**config.mk**
```make
export PLATFORM = sky130hd
export DESIGN_NAME = pal_sync_gen
export DESIGN_NICKNAME = d
export VERILOG_FILES = /design/src/rtl/pal_pkg.sv /design/src/rtl/pal_slot_counter.sv /design/src/rtl/pal_phase_seq.sv /design/src/rtl/pal_line_shaper.sv /design/src/rtl/pal_sync_gen.sv
export SDC_FILE = /design/constraint.sdc
export NUM_CORES = 1
export LEC_CHECK = 0
export BUFFER_PORTS_ARGS = -buffer_cell sky130_fd_sc_hd__buf_2
export CORE_UTILIZATION = 35
export DETAILED_ROUTE_END_ITERATION = 8
export PLACE_DENSITY = 0.57
export SYNTH_ARGS = -nofsm -noshare
export SYNTH_HDL_FRONTEND = slang
export SYNTH_SLANG_ARGS = --single-unit
```
**constraint.sdc**
```tcl
create_clock -name clk_i -period 5.69 [get_ports clk_i]
set_input_delay 1.138 -clock clk_i [delete_from_list [all_inputs] [get_ports clk_i]]
set_output_delay 1.138 -clock clk_i [all_outputs]
set_load 0.005 [all_outputs]
```
**src/rtl/pal_pkg.sv**
```systemverilog
package pal_pkg;

  typedef enum logic [1:0] {
    PH_LONG    = 2'd0,
    PH_SHORT_A = 2'd1,
    PH_LINES   = 2'd2,
    PH_SHORT_B = 2'd3
  } phase_t;

  // Order of the groups inside one frame.
  function automatic phase_t phase_after(phase_t p);
    case (p)
      PH_LONG:    return PH_SHORT_A;
      PH_SHORT_A: return PH_LINES;
      PH_LINES:   return PH_SHORT_B;
      default:    return PH_LONG;
    endcase
  endfunction

  // Sync is at the tip for the first low_len clocks of a slot.
  function automatic logic pulse_sync_level(int unsigned pos, int unsigned low_len);
    return pos >= low_len;
  endfunction

  // Three-band pattern: fine stripe, dark band, bright band.
  function automatic logic stripe_band_level(int unsigned a, int unsigned active,
                                             int unsigned half);
    if (a >= active) return 1'b0;
    if (a < active / 3) return (a % (2 * half)) < half;
    if (a < (2 * active) / 3) return 1'b0;
    return 1'b1;
  endfunction

endpackage

```
**src/rtl/pal_slot_counter.sv**
```systemverilog
module pal_slot_counter #(
  parameter int W = 11
) (
  input  logic         clk_i,
  input  logic         rst_i,
  input  logic         step_i,
  input  logic [W-1:0] last_i,
  output logic [W-1:0] pos_o,
  output logic         wrap_o
);
  assign wrap_o = step_i && (pos_o == last_i);

  always_ff @(posedge clk_i) begin
    if (rst_i)        pos_o <= '0;
    else if (wrap_o)  pos_o <= '0;
    else if (step_i)  pos_o <= pos_o + 1'b1;
  end
endmodule

```
**src/rtl/pal_phase_seq.sv**
```systemverilog
module pal_phase_seq
  import pal_pkg::*;
#(
  parameter int N_LONG    = 5,
  parameter int N_SHORT_A = 5,
  parameter int N_LINES   = 304,
  parameter int N_SHORT_B = 6,
  parameter int CW        = 9
) (
  input  logic          clk_i,
  input  logic          rst_i,
  input  logic          adv_i,
  output phase_t        phase_o,
  output logic [CW-1:0] item_o
);
  logic [CW-1:0] item_last;
  logic          group_done;

  always_comb begin
    case (phase_o)
      PH_LONG:    item_last = CW'(N_LONG - 1);
      PH_SHORT_A: item_last = CW'(N_SHORT_A - 1);
      PH_LINES:   item_last = CW'(N_LINES - 1);
      default:    item_last = CW'(N_SHORT_B - 1);
    endcase
  end

  assign group_done = adv_i && (item_o == item_last);

  always_ff @(posedge clk_i) begin
    if (rst_i) begin
      phase_o <= PH_LONG;
      item_o  <= '0;
    end else if (group_done) begin
      phase_o <= phase_after(phase_o);
      item_o  <= '0;
    end else if (adv_i) begin
      item_o  <= item_o + 1'b1;
    end
  end
endmodule

```
**src/rtl/pal_line_shaper.sv**
```systemverilog
module pal_line_shaper
  import pal_pkg::*;
#(
  parameter int LONG_LO     = 720,
  parameter int SHORT_LO    = 48,
  parameter int HSYNC_LEN   = 96,
  parameter int PORCH_LEN   = 192,
  parameter int ACTIVE_LEN  = 1248,
  parameter int STRIPE_HALF = 3,
  parameter int PW          = 11,
  parameter int CW          = 9
) (
  input  phase_t        phase_i,
  input  logic [PW-1:0] pos_i,
  input  logic [CW-1:0] item_i,
  output logic          sync_n_o,
  output logic          video_n_o,
  output logic          frame_start_n_o,
  output logic          line_start_n_o
);
  localparam int unsigned ACT_START = HSYNC_LEN + PORCH_LEN;

  int unsigned p;

  always_comb begin
    p               = 32'(pos_i);
    sync_n_o        = 1'b1;
    video_n_o       = 1'b0;
    frame_start_n_o = 1'b0;
    line_start_n_o  = 1'b0;
    case (phase_i)
      PH_LONG: begin
        sync_n_o        = pulse_sync_level(p, LONG_LO);
        frame_start_n_o = (item_i == '0) && (p == 0);
      end
      PH_SHORT_A, PH_SHORT_B: begin
        sync_n_o = pulse_sync_level(p, SHORT_LO);
      end
      PH_LINES: begin
        sync_n_o       = pulse_sync_level(p, HSYNC_LEN);
        line_start_n_o = (p == 0);
        if (p >= ACT_START)
          video_n_o = stripe_band_level(p - ACT_START, ACTIVE_LEN, STRIPE_HALF);
      end
      default: ;
    endcase
  end
endmodule

```
**src/rtl/pal_sync_gen.sv**
```systemverilog
module pal_sync_gen
  import pal_pkg::*;
#(
  parameter int LONG_LO     = 720,
  parameter int LONG_HI     = 48,
  parameter int SHORT_LO    = 48,
  parameter int SHORT_HI    = 720,
  parameter int HSYNC_LEN   = 96,
  parameter int PORCH_LEN   = 192,
  parameter int ACTIVE_LEN  = 1248,
  parameter int STRIPE_HALF = 3,
  parameter int N_LONG      = 5,
  parameter int N_SHORT_A   = 5,
  parameter int N_LINES     = 304,
  parameter int N_SHORT_B   = 6
) (
  input  logic clk_i,
  input  logic rst_i,
  input  logic en_i,
  output logic sync_o,
  output logic video_o,
  output logic frame_start_o,
  output logic line_start_o
);
  localparam int LONG_LEN  = LONG_LO + LONG_HI;
  localparam int SHORT_LEN = SHORT_LO + SHORT_HI;
  localparam int LINE_LEN  = HSYNC_LEN + PORCH_LEN + ACTIVE_LEN;
  localparam int PULSE_MAX = (LONG_LEN > SHORT_LEN) ? LONG_LEN : SHORT_LEN;
  localparam int MAX_LEN   = (LINE_LEN > PULSE_MAX) ? LINE_LEN : PULSE_MAX;
  localparam int PW        = $clog2(MAX_LEN);
  localparam int CNT_A     = (N_LONG > N_SHORT_A) ? N_LONG : N_SHORT_A;
  localparam int CNT_B     = (N_LINES > N_SHORT_B) ? N_LINES : N_SHORT_B;
  localparam int MAX_CNT   = (CNT_A > CNT_B) ? CNT_A : CNT_B;
  localparam int CW        = $clog2(MAX_CNT + 1);

  // Named internal events, also used by the bound checker.
  phase_t        phase_q;
  logic [CW-1:0] item_q;
  logic [PW-1:0] pos_q;
  logic [PW-1:0] period_last;
  logic          slot_wrap;
  logic          sync_n, video_n, frame_start_n, line_start_n;

  always_comb begin
    case (phase_q)
      PH_LONG:  period_last = PW'(LONG_LEN - 1);
      PH_LINES: period_last = PW'(LINE_LEN - 1);
      default:  period_last = PW'(SHORT_LEN - 1);
    endcase
  end

  pal_slot_counter #(.W(PW)) u_slot (
    .clk_i  (clk_i),
    .rst_i  (rst_i),
    .step_i (en_i),
    .last_i (period_last),
    .pos_o  (pos_q),
    .wrap_o (slot_wrap)
  );

  pal_phase_seq #(
    .N_LONG    (N_LONG),
    .N_SHORT_A (N_SHORT_A),
    .N_LINES   (N_LINES),
    .N_SHORT_B (N_SHORT_B),
    .CW        (CW)
  ) u_seq (
    .clk_i   (clk_i),
    .rst_i   (rst_i),
    .adv_i   (slot_wrap),
    .phase_o (phase_q),
    .item_o  (item_q)
  );

  pal_line_shaper #(
    .LONG_LO     (LONG_LO),
    .SHORT_LO    (SHORT_LO),
    .HSYNC_LEN   (HSYNC_LEN),
    .PORCH_LEN   (PORCH_LEN),
    .ACTIVE_LEN  (ACTIVE_LEN),
    .STRIPE_HALF (STRIPE_HALF),
    .PW          (PW),
    .CW          (CW)
  ) u_shape (
    .phase_i         (phase_q),
    .pos_i           (pos_q),
    .item_i          (item_q),
    .sync_n_o        (sync_n),
    .video_n_o       (video_n),
    .frame_start_n_o (frame_start_n),
    .line_start_n_o  (line_start_n)
  );

  // Registered output stage.
  always_ff @(posedge clk_i) begin
    if (rst_i) begin
      sync_o        <= 1'b0;
      video_o       <= 1'b0;
      frame_start_o <= 1'b0;
      line_start_o  <= 1'b0;
    end else if (en_i) begin
      sync_o        <= sync_n;
      video_o       <= video_n && sync_n;
      frame_start_o <= frame_start_n;
      line_start_o  <= line_start_n;
    end else begin
      frame_start_o <= 1'b0;
      line_start_o  <= 1'b0;
    end
  end
endmodule

```
==> metrics.txt <==
result of the run=finished, final reports clean; most frequent cell after synthesis=nor2_1; adder-cell share of the synthesized area=7.91%; total number of placement rows=29; post-synthesis mux area share=5.01%; Remaining DRCs=0; standard cell area after detailed placement=2420 µm²; sum of negative setup slack=0 ps; Floorplan Core Area=6460 µm²; layout cell share with drive strength beyond 1=8.65%; hold slack final=486 ps; detailed-route vias per instance=5.61; detail-routed net length per standard cell=13.6 µm; initial core utilization=36.7%; Warnings, synthesis=0; CP startpoint kind=register; leading post-synthesis cells by cell area=dfxtp_1 (22%), ha_1 (7.9%), nor2_1 (7.0%); post-detailed-placement half-perimeter wirelength=3850 µm; compound-cell area share of the yosys netlist=20.0%; Slew headroom=51.0%; TritonCTS clock tree=built; Post-Route WL=5290 µm; Placer Congestion=0.903; largest net degree at the start of global routing=24; Slew @ Worst Pin=734 ps; final net count=331; least setup slack across all paths after layout=849 ps; Area growth syn-to-layout=4.80%; EDFF count, synth=0; clock buffer depth=2; Main synth FF type=dfxtp_1; instance count of the mapped netlist=322; final non-filler cell area=2490 µm²; number of register bits inferred by synthesis=26; count of max-cap constraint violations=0; Ant. Diodes=0; CP Max Fanout=20; number of non-filler instances in the completed layout=389; sequential area share after synthesis=21.9%; overall via count from detail_route=2183; depth of the most critical reg-to-reg path=18; number of endpoints failing setup at the final stage=0; unrepaired setup endpoints after global routing=false; most frequent cells after synthesis=nor2_1 (44), nand2_1 (28), dfxtp_1 (26), a21oi_1 (19), ha_1 (15); total gr overflow=0; summed instance area of the synthesized netlist=2370 µm²; clock-pin transition on the worst setup and hold timing paths=90 ps; Pre-antenna DRT Iters=4; period utilisation layout=85.1%; Critical R2R Capture=video_o; CTS sink count=26; Worst Hold Path Cells=1; CTS root buffer=clkbuf_8; origin of the worst min-delay path=u_seq.item_o[2]; class of the tightest hold or removal check=reg -> reg; I/O pin total=7; register-to-register path setup slack=850 ps; fraction of the core area covered by cells at the end of the flow=38.5%; net count after synthesis=340; number of antenna violations at the first check in global routing=0; Setup Buffers After CTS=0; first-pass GRT wire length=8960 µm; post-route antenna net violation count=0; top cell type's share of synthesized area=21.9%; placement-stage worst setup slack=871 ps; fraction of synthesized cell area in xor and xnor cells=7.38%; post-synthesis average cell area=7.37 µm²; most area-hungry cell type in the Yosys netlist=dfxtp_1; global-route total usage across every layer=14.9%; Die Wd=84.4 µm; category of the most critical setup path=reg -> reg; setup skew after layout=4.64 ps; Min-Delay Endpoint=frame_start_o; cts hold-fix bufs=0; Resized cells post-CTS=0; main combinational cell family by area after synthesis=simple AND/OR/NAND/NOR gates; die footprint=7110 µm²; Synth cell types=63; number of DRC markers after the initial detailed-route iteration=217; Clock Latency Late Sink=270 ps; cell area power density=145 nW/µm²; crit path DAT=5010 ps; power consumption=0.359 mW; Final min period=4840 ps; count of pins over their slew limit=0; share of async-settable or async-resettable flops after synthesis=0%; static leakage=0.966 nW; height of the chip=84.4 µm; number of global-route vias before repair=1916; f_max=0.207 GHz; worst supply voltage drop on vdd=0.150 mV; quantity of I/O buffers inserted on ports=6; CTS H-tree lvls=1; type of destination of the critical path=register; simple logic cell fraction of the synthesized area=31.9%; Worst EP required=5860 ps; # placed instances=385; Worst R2R Start=u_slot.pos_o[5]; CTS buffer count=3; final number of hold-violating endpoints=0
[area by class of cell]
class                           count  area (µm²)
Inverter                           13        48.8
Clock buffer                        3        41.3
Tap cell                           77        96.3
Clock inverter                      1        30.0
Sequential cell                    26         520
Timing Repair Buffer                7        37.5
Fill cell                         690        3970
Multi-Input combinational cell    262        1710
[power by group]
group          switching, mW  total [mW]  internal [mW]
sequential           0.00342       0.187          0.184
clock                 0.0600       0.154         0.0942
combinational         0.0112      0.0180        0.00681
total                 0.0746       0.359          0.285
[per-layer routing]
layer	vias to the layer above	global-route usage, %	share of wire, %
met5	-	0	0
met4	0	3.39	1.2
met3	7	0.885	2.9
met2	40	24.7	46
met1	1013	21.3	50
li1	1123	-	-
[worst max-delay path, stage by stage, from the launching register on]
cell and delay, ps:
dfxtp_1 310, buf_4 190, inv_1 140, ha_1 460, nand2b_1 340, or4_1 540
o221ai_1 100, nor2_2 120, nand2_1 120, nor3_1 50, or4_1 480, a21oi_1 360
mux2i_1 130, mux2_2 280, ha_1 310, nor2_1 70, mux2_4 260, a211o_1 290
a32o_1 190
[logic make-up (layout without fill, tap and decap cells)]
logic type	Yosys count	count (layout)
xor+xnor	20	20
flops	26	26
buf+inv	34	24
fa+ha+maj	15	15
compound gates	68	68
mux	10	10
simple gates	149	149
[cells in the final DEF, fill, tap and decap left out, types with 2 or more instances in the layout]
cell	count
xnor2_1	9
nor3_2	2
inv_1	13
nor4_1	3
xor2_1	11
and2_1	5
mux2i_1	7
nand3_1	11
dfxtp_1	26
a211o_1	2
nand2b_1	7
nor2b_1	5
o21ai_0	10
o22ai_1	2
and3_1	7
or2_2	4
o31ai_1	3
a31oi_1	2
or2_1	3
o31a_1	2
a21oi_1	19
o221ai_1	4
nand4_1	6
or4_1	2
ha_1	15
nor3_1	14
clkbuf_8	3
nand2_1	28
nor2_1	44
a211oi_1	6
buf_2	6
[how the worst max path moves through the flow]
stage                     endpoint       startpoint  slack, ps  cells past startpoint
after floorplan            video_o  u_slot.pos_o[5]       1280                     19
after global placement     video_o  u_slot.pos_o[5]       1030                     18
after detailed placement   video_o  u_slot.pos_o[5]        870                     18
after CTS                  video_o  u_slot.pos_o[5]        860                     18
after global routing       video_o  u_slot.pos_o[5]        400                     19
final                      video_o  u_slot.pos_o[5]        850                     18
[registers in the layout, summed over array words and instances, names as in the netlist]
name / flops
line_start_o: 1
u_seq.phase_o: 2
video_o: 1
u_slot.pos_o: 11
sync_o: 1
u_seq.item_o: 9
frame_start_o: 1
Note: power is estimated with default switching activity, not from simulation.
